## config.mk

```make
export PLATFORM = sky130hd
export DESIGN_NAME = xfer_len_tracker
export DESIGN_NICKNAME = d
export VERILOG_FILES = /design/src/rtl/xlt_pkg.sv /design/src/rtl/xlt_blksize.sv /design/src/rtl/xlt_timer.sv /design/src/rtl/xlt_seq.sv /design/src/rtl/xfer_len_tracker.sv
export SDC_FILE = /design/constraint.sdc
export NUM_CORES = 1
export LEC_CHECK = 0
export ABC_AREA = 1
export ABC_CLOCK_PERIOD_IN_PS = 2900
export BUFFER_PORTS_ARGS = -buffer_cell sky130_fd_sc_hd__buf_2
export CORE_MARGIN = 2
export CORE_UTILIZATION = 55
export DETAILED_ROUTE_END_ITERATION = 8
export PLACE_DENSITY = 0.78
export SLEW_MARGIN = 15
export SYNTH_ARGS = -nofsm -noshare
export SYNTH_HDL_FRONTEND = slang
export SYNTH_SLANG_ARGS = --single-unit
```

## constraint.sdc

```tcl
create_clock -name clk -period 2.9 [get_ports clk]
set_clock_uncertainty 0.1 [all_clocks]
set_input_delay 0.435 -clock clk [delete_from_list [all_inputs] [get_ports clk]]
set_output_delay 0.435 -clock clk [all_outputs]
set_load 0.01 [all_outputs]
```

## src/rtl/xlt_pkg.sv

```systemverilog
package xlt_pkg;
  localparam int CODE_W   = 4;
  localparam int MAX_CODE = 14;
  localparam int BLK_W    = MAX_CODE + 1;

  typedef enum logic [2:0] {
    PH_IDLE,
    PH_WAIT,
    PH_MOVE,
    PH_CRC,
    PH_DONE
  } phase_t;
endpackage

```

## src/rtl/xlt_blksize.sv

```systemverilog
module xlt_blksize
  import xlt_pkg::*;
(
  input  logic [CODE_W-1:0] code,
  output logic [BLK_W-1:0]  bytes
);
  // One-hot decode: bit g set means 2^g bytes; codes above the top clamp to it.
  for (genvar g = 0; g <= MAX_CODE; g++) begin : g_dec
    if (g == MAX_CODE) begin : g_top
      assign bytes[g] = (code >= CODE_W'(g));
    end else begin : g_mid
      assign bytes[g] = (code == CODE_W'(g));
    end
  end
endmodule

```

## src/rtl/xlt_timer.sv

```systemverilog
module xlt_timer #(
  parameter int TO_W = 32
) (
  input  logic            clk,
  input  logic            rst_n,
  input  logic            load,
  input  logic [TO_W-1:0] load_val,
  input  logic            run,
  input  logic            tick,
  output logic            expire
);
  logic [TO_W-1:0] cnt;

  // Expires on the tick that would take the count to zero (or at once when zero).
  assign expire = run && tick && (cnt <= TO_W'(1));

  always_ff @(posedge clk or negedge rst_n) begin
    if (!rst_n) begin
      cnt <= '0;
    end else if (load) begin
      cnt <= load_val;
    end else if (run && tick && (cnt != '0)) begin
      cnt <= cnt - TO_W'(1);
    end
  end
endmodule

```

## src/rtl/xlt_seq.sv

```systemverilog
module xlt_seq
  import xlt_pkg::*;
#(
  parameter int LEN_W = 25
) (
  input  logic             clk,
  input  logic             rst_n,
  input  logic             xfer_en,
  input  logic [LEN_W-1:0] cfg_len,
  input  logic             cfg_stream,
  input  logic             cfg_to_card,
  input  logic [BLK_W-1:0] blk_bytes,
  input  logic             byte_valid,
  input  logic             card_go,
  input  logic             crc_valid,
  input  logic             crc_pass,
  input  logic             tmo_expire,
  output logic             byte_ready,
  output logic [LEN_W-1:0] bytes_left,
  output logic             active,
  output logic             blk_done,
  output logic             crc_bad,
  output logic             data_done,
  output logic             data_tmo,
  output logic             tmr_load,
  output logic             tmr_run
);
  phase_t           phase, phase_n;
  logic             stream_q;
  logic [BLK_W-1:0] blk_size_q;
  logic [BLK_W-1:0] blk_left;
  logic             start, accept;
  logic             blk_done_n, crc_bad_n, data_done_n, data_tmo_n;

  assign start      = (phase == PH_IDLE) && xfer_en;
  assign byte_ready = (phase == PH_MOVE) && xfer_en;
  assign accept     = byte_ready && byte_valid;
  assign active     = (phase == PH_WAIT) || (phase == PH_MOVE) || (phase == PH_CRC);
  assign tmr_run    = (phase == PH_WAIT) || (phase == PH_CRC);
  assign tmr_load   = ((phase_n == PH_WAIT) || (phase_n == PH_CRC)) && (phase_n != phase);

  always_comb begin
    phase_n     = phase;
    blk_done_n  = 1'b0;
    crc_bad_n   = 1'b0;
    data_done_n = 1'b0;
    data_tmo_n  = 1'b0;
    if (!xfer_en) begin
      phase_n = PH_IDLE;
    end else begin
      unique case (phase)
        PH_IDLE: begin
          if (cfg_len == '0) begin
            phase_n     = PH_DONE;
            data_done_n = 1'b1;
          end else begin
            phase_n = cfg_to_card ? PH_MOVE : PH_WAIT;
          end
        end
        PH_WAIT: begin
          if (card_go) begin
            phase_n = PH_MOVE;
          end else if (tmo_expire) begin
            phase_n    = PH_DONE;
            data_tmo_n = 1'b1;
          end
        end
        PH_MOVE: begin
          if (accept) begin
            if (bytes_left == LEN_W'(1)) begin
              if (stream_q) begin
                phase_n     = PH_DONE;
                data_done_n = 1'b1;
              end else begin
                phase_n = PH_CRC;
              end
            end else if (!stream_q && (blk_left == BLK_W'(1))) begin
              phase_n = PH_CRC;
            end
          end
        end
        PH_CRC: begin
          if (crc_valid) begin
            if (crc_pass) begin
              blk_done_n = 1'b1;
              if (bytes_left == '0) begin
                phase_n     = PH_DONE;
                data_done_n = 1'b1;
              end else begin
                phase_n = PH_WAIT;
              end
            end else begin
              phase_n   = PH_DONE;
              crc_bad_n = 1'b1;
            end
          end else if (tmo_expire) begin
            phase_n    = PH_DONE;
            data_tmo_n = 1'b1;
          end
        end
        PH_DONE: phase_n = PH_DONE;
        default: phase_n = PH_IDLE;
      endcase
    end
  end

  always_ff @(posedge clk or negedge rst_n) begin
    if (!rst_n) begin
      phase      <= PH_IDLE;
      stream_q   <= 1'b0;
      blk_size_q <= '0;
      blk_left   <= '0;
      bytes_left <= '0;
      blk_done   <= 1'b0;
      crc_bad    <= 1'b0;
      data_done  <= 1'b0;
      data_tmo   <= 1'b0;
    end else begin
      phase     <= phase_n;
      blk_done  <= blk_done_n;
      crc_bad   <= crc_bad_n;
      data_done <= data_done_n;
      data_tmo  <= data_tmo_n;
      if (start) begin
        stream_q   <= cfg_stream;
        blk_size_q <= blk_bytes;
        bytes_left <= cfg_len;
      end else if (accept) begin
        bytes_left <= bytes_left - LEN_W'(1);
      end
      if ((phase_n == PH_MOVE) && (phase != PH_MOVE)) begin
        blk_left <= start ? blk_bytes : blk_size_q;
      end else if (accept) begin
        blk_left <= blk_left - BLK_W'(1);
      end
    end
  end
endmodule

```

## src/rtl/xfer_len_tracker.sv

```systemverilog
module xfer_len_tracker
  import xlt_pkg::*;
#(
  parameter int LEN_W = 25,
  parameter int TO_W  = 32
) (
  input  logic              clk,
  input  logic              rst_n,
  input  logic [LEN_W-1:0]  cfg_len,
  input  logic [CODE_W-1:0] cfg_blk_code,
  input  logic [TO_W-1:0]   cfg_timeout,
  input  logic              cfg_stream,
  input  logic              cfg_to_card,
  input  logic              xfer_en,
  input  logic              byte_valid,
  output logic              byte_ready,
  input  logic              card_tick,
  input  logic              card_go,
  input  logic              crc_valid,
  input  logic              crc_pass,
  output logic [LEN_W-1:0]  bytes_left,
  output logic              active,
  output logic              blk_done,
  output logic              crc_bad,
  output logic              data_done,
  output logic              data_tmo
);
  logic [BLK_W-1:0] blk_bytes;
  logic             tmr_load, tmr_run, tmo_expire;

  xlt_blksize u_size (
    .code  (cfg_blk_code),
    .bytes (blk_bytes)
  );

  xlt_timer #(.TO_W(TO_W)) u_timer (
    .clk      (clk),
    .rst_n    (rst_n),
    .load     (tmr_load),
    .load_val (cfg_timeout),
    .run      (tmr_run),
    .tick     (card_tick),
    .expire   (tmo_expire)
  );

  xlt_seq #(.LEN_W(LEN_W)) u_seq (
    .clk         (clk),
    .rst_n       (rst_n),
    .xfer_en     (xfer_en),
    .cfg_len     (cfg_len),
    .cfg_stream  (cfg_stream),
    .cfg_to_card (cfg_to_card),
    .blk_bytes   (blk_bytes),
    .byte_valid  (byte_valid),
    .card_go     (card_go),
    .crc_valid   (crc_valid),
    .crc_pass    (crc_pass),
    .tmo_expire  (tmo_expire),
    .byte_ready  (byte_ready),
    .bytes_left  (bytes_left),
    .active      (active),
    .blk_done    (blk_done),
    .crc_bad     (crc_bad),
    .data_done   (data_done),
    .data_tmo    (data_tmo),
    .tmr_load    (tmr_load),
    .tmr_run     (tmr_run)
  );
endmodule

```

==> out/results.ini <==
[die]
fp-row-count = 39
io_pins = 102
start_util = 0.558
die_w_um = 111
die_area_um2 = 12400
die-height_um = 111
core_area_um2 = 11300

[final_layout]
stdcell_count = 1140
drive_gt1_frac = 0.177
fillers = 1058
antenna_cells = 0
area_delta_synth_final_pct = 17.0
postLayoutCoreUtil = 0.653
nNetsFinal = 1070
finalInstanceArea_um2 = 7390

[synth]
avgSynthCellArea_um2 = 7.10
yosysTopAreaCellShare = 0.376
synth_edf_count = 0
yosys_most_used_dff = dfrtp_1
synthTopCellsByArea = dfrtp_1 (38%), nand2_1 (16%), nor2_1 (7.3%)
ys_types = 41
async_reset_ff_frac = 1.00
syn-num-nets = 968
yosys.area.top_type = dfrtp_1
yosysWarningCount = 0
netlist_instances = 890
ys_ff_latch = 95
ys_seq_area_frac = 0.376
netlist_area_um2 = 6320

[worst_setup_path]
cp_max_fo = 16
cp-start-kind = flip-flop
worstSetupPathType = flip-flop to flip-flop
crit_path_end_kind = flip-flop
cp_data_arrival_time_ns = 2.83
cp_data_required_time_ns = 3.05

[clock_network]
cts_tree = yes
cts_buffer_depth = 2
clkSinkCount = 95
root_buffer = clkbuf_16
clk_pin_slew_worst_paths_ns = 0.07
clk_latency_ns = 0.36
htree_num_levels = 3
cts_buffers = 9

[placement]
dp_hpwl_um = 11200
port_buffers = 101
dpl.cell_count = 1112
place_area_um2 = 6930
gp_congestion = 0.876

[global_routing]
grt_pass1_vias = 5692
grt_max_degree = 64
antenna_found_initial = 0
grt_overflow_total = 0
grt.total_usage = 0.259
grt_pass1_wl_um = 26400

[sta]
setup_viol = 0
final-hold-violation-count = 0
period_needed_ns = 2.68
period_share = 0.924
clock.fmax_mhz = 373
tightestPinTransition_ns = 0.608
slew_viol_final = 0
fin_setup_tns_ns = 0
slew_headroom = 0.594

[drt]
num_vias = 6196
first_pass_iters = 5
wire_per_inst_um = 14.3
ant_nets = 0
routed_wirelength_um = 16300
drt_iter0_drc = 471
via_per_inst = 5.44
remaining_drc_errors = 0

[outcome]
status = completed

[power]
total_power_mw = 5.84
p_leak_nw = 3.67
power.density_nw_per_um2 = 790
irDropWorstVdd_mv = 0.526

[run]
max-cap-violations = 0

[worst_hold_path]
hold_path.class = input pin to flip-flop

[cell type report]
type                       count  area, um^2  share of cell area
timing repair buffer         120         734              0.0993
clock buffer                  10         229              0.0310
clock inverter                 6        61.3             0.00829
tap                          143         179              0.0242
inverter                      87         330              0.0447
sequential                    95        2380               0.322
multi-input combinational    679        3480               0.471
[power breakdown]
| part | internal (mW) | leakage, nW | switching, mW |
|---|---|---|---|
| Clock | 0.666 | 0.142 | 0.533 |
| Sequential | 1.76 | 1.20 | 0.486 |
| Combinational | 0.941 | 2.33 | 1.45 |
| Total | 3.37 | 3.67 | 2.47 |
[stage by stage]
step	hold slack, ns	worst slack [ns]
floorplan	0.0394	0.630
global placement	0.251	0.219
detailed placement	0.254	0.160
CTS	0.175	0.135
global route	0.207	-0.0202
finish	0.181	0.219
[worst paths after layout]
check | from | endpoint | slack (ns) | depth (start not counted)
worst max-delay path | u_timer.cnt[0] | u_timer.cnt[10] | 0.22 | 19
worst min-delay path | crc_pass | u_seq.crc_bad | 0.18 | 2
worst max register to register | u_timer.cnt[0] | u_timer.cnt[10] | 0.22 | 19
worst min register to register | u_seq.blk_size_q[13] | u_seq.blk_size_q[13] | 0.39 | 2
max in group asynchronous | rst_n | u_timer.cnt[11] | 1.61 | 3
min in group asynchronous | rst_n | u_seq.blk_size_q[3] | 0.42 | 2
[metal layers]
metal,global-route usage,up-vias,routed length (um)
met5,0,-,0
met2,0.408,203,7360
met1,0.370,2875,7690
li1,-,3098,-
met3,0.0394,20,1030
met4,0.0848,0,233
[Yosys cell counts (11+ instances only)]
master / instances
buf_2: 11
clkbuf_1: 12
dfrtp_1: 95
inv_1: 73
inv_2: 13
nand2_1: 273
nand3_1: 74
nand3b_1: 23
nand4_1: 11
nor2_1: 123
o211ai_1: 18
o21ai_0: 19
o221ai_1: 15
o31ai_1: 13
xnor2_1: 15
xor2_1: 32
[worst max-delay path, cell delays in order (launching register included)]
cell,delay [ns]
dfrtp_1,0.43
inv_2,0.10
ha_2,0.20
inv_1,0.05
nor2_2,0.12
nand3_1,0.11
nor2_1,0.16
nand2_2,0.12
nand2_1,0.08
nand2_1,0.10
nand2_1,0.10
nand3_2,0.09
nand2_1,0.08
nand2_1,0.08
nand3_4,0.10
buf_12,0.16
clkbuf_16,0.19
nand3b_1,0.08
nand2_1,0.08
nand2_1,0.04
[timing repair]
action,CTS,global route
resized for setup,0,8
hold buffers,1,0
setup buffers,0,8
endpoints found under the setup margin,0,41
hold endpoints to repair,21,0
[cells by family (layout without fill, tap and decap cells)]
| logic type | after synthesis | after routing | synth area share |
|---|---|---|---|
| XOR/XNOR | 47 | 47 | 0.0652 |
| AO/OA/AOI/OAI | 80 | 80 | 0.0868 |
| adder cells (fa/ha/maj) | 7 | 7 | 0.0139 |
| AND/OR/NAND/NOR | 543 | 545 | 0.378 |
| flip-flops | 95 | 95 | 0.376 |
| buffers and inverters | 118 | 223 | 0.0800 |
[cell usage in the layout, fill, tap and decap left out, types with 10 or more instances in the layout]
cell type,n
dfrtp_1,95
xor2_1,32
buf_4,11
o221ai_1,15
inv_1,71
nand4_1,11
nand3_1,74
inv_2,14
o211ai_1,18
xnor2_1,15
nand3b_1,23
nand2_1,272
o31ai_1,13
buf_2,101
nor2_1,122
clkbuf_16,10
o21ai_0,19
[registers in the layout (all words and copies together) (netlist names)]
signal            flops
u_seq.data_done       1
u_seq.stream_q        1
u_seq.blk_left       15
u_seq.blk_size_q     15
u_seq.phase           3
u_seq.bytes_left     25
u_seq.data_tmo        1
u_seq.blk_done        1
u_seq.crc_bad         1
u_timer.cnt          32
Power figures use the tool's default switching activity.
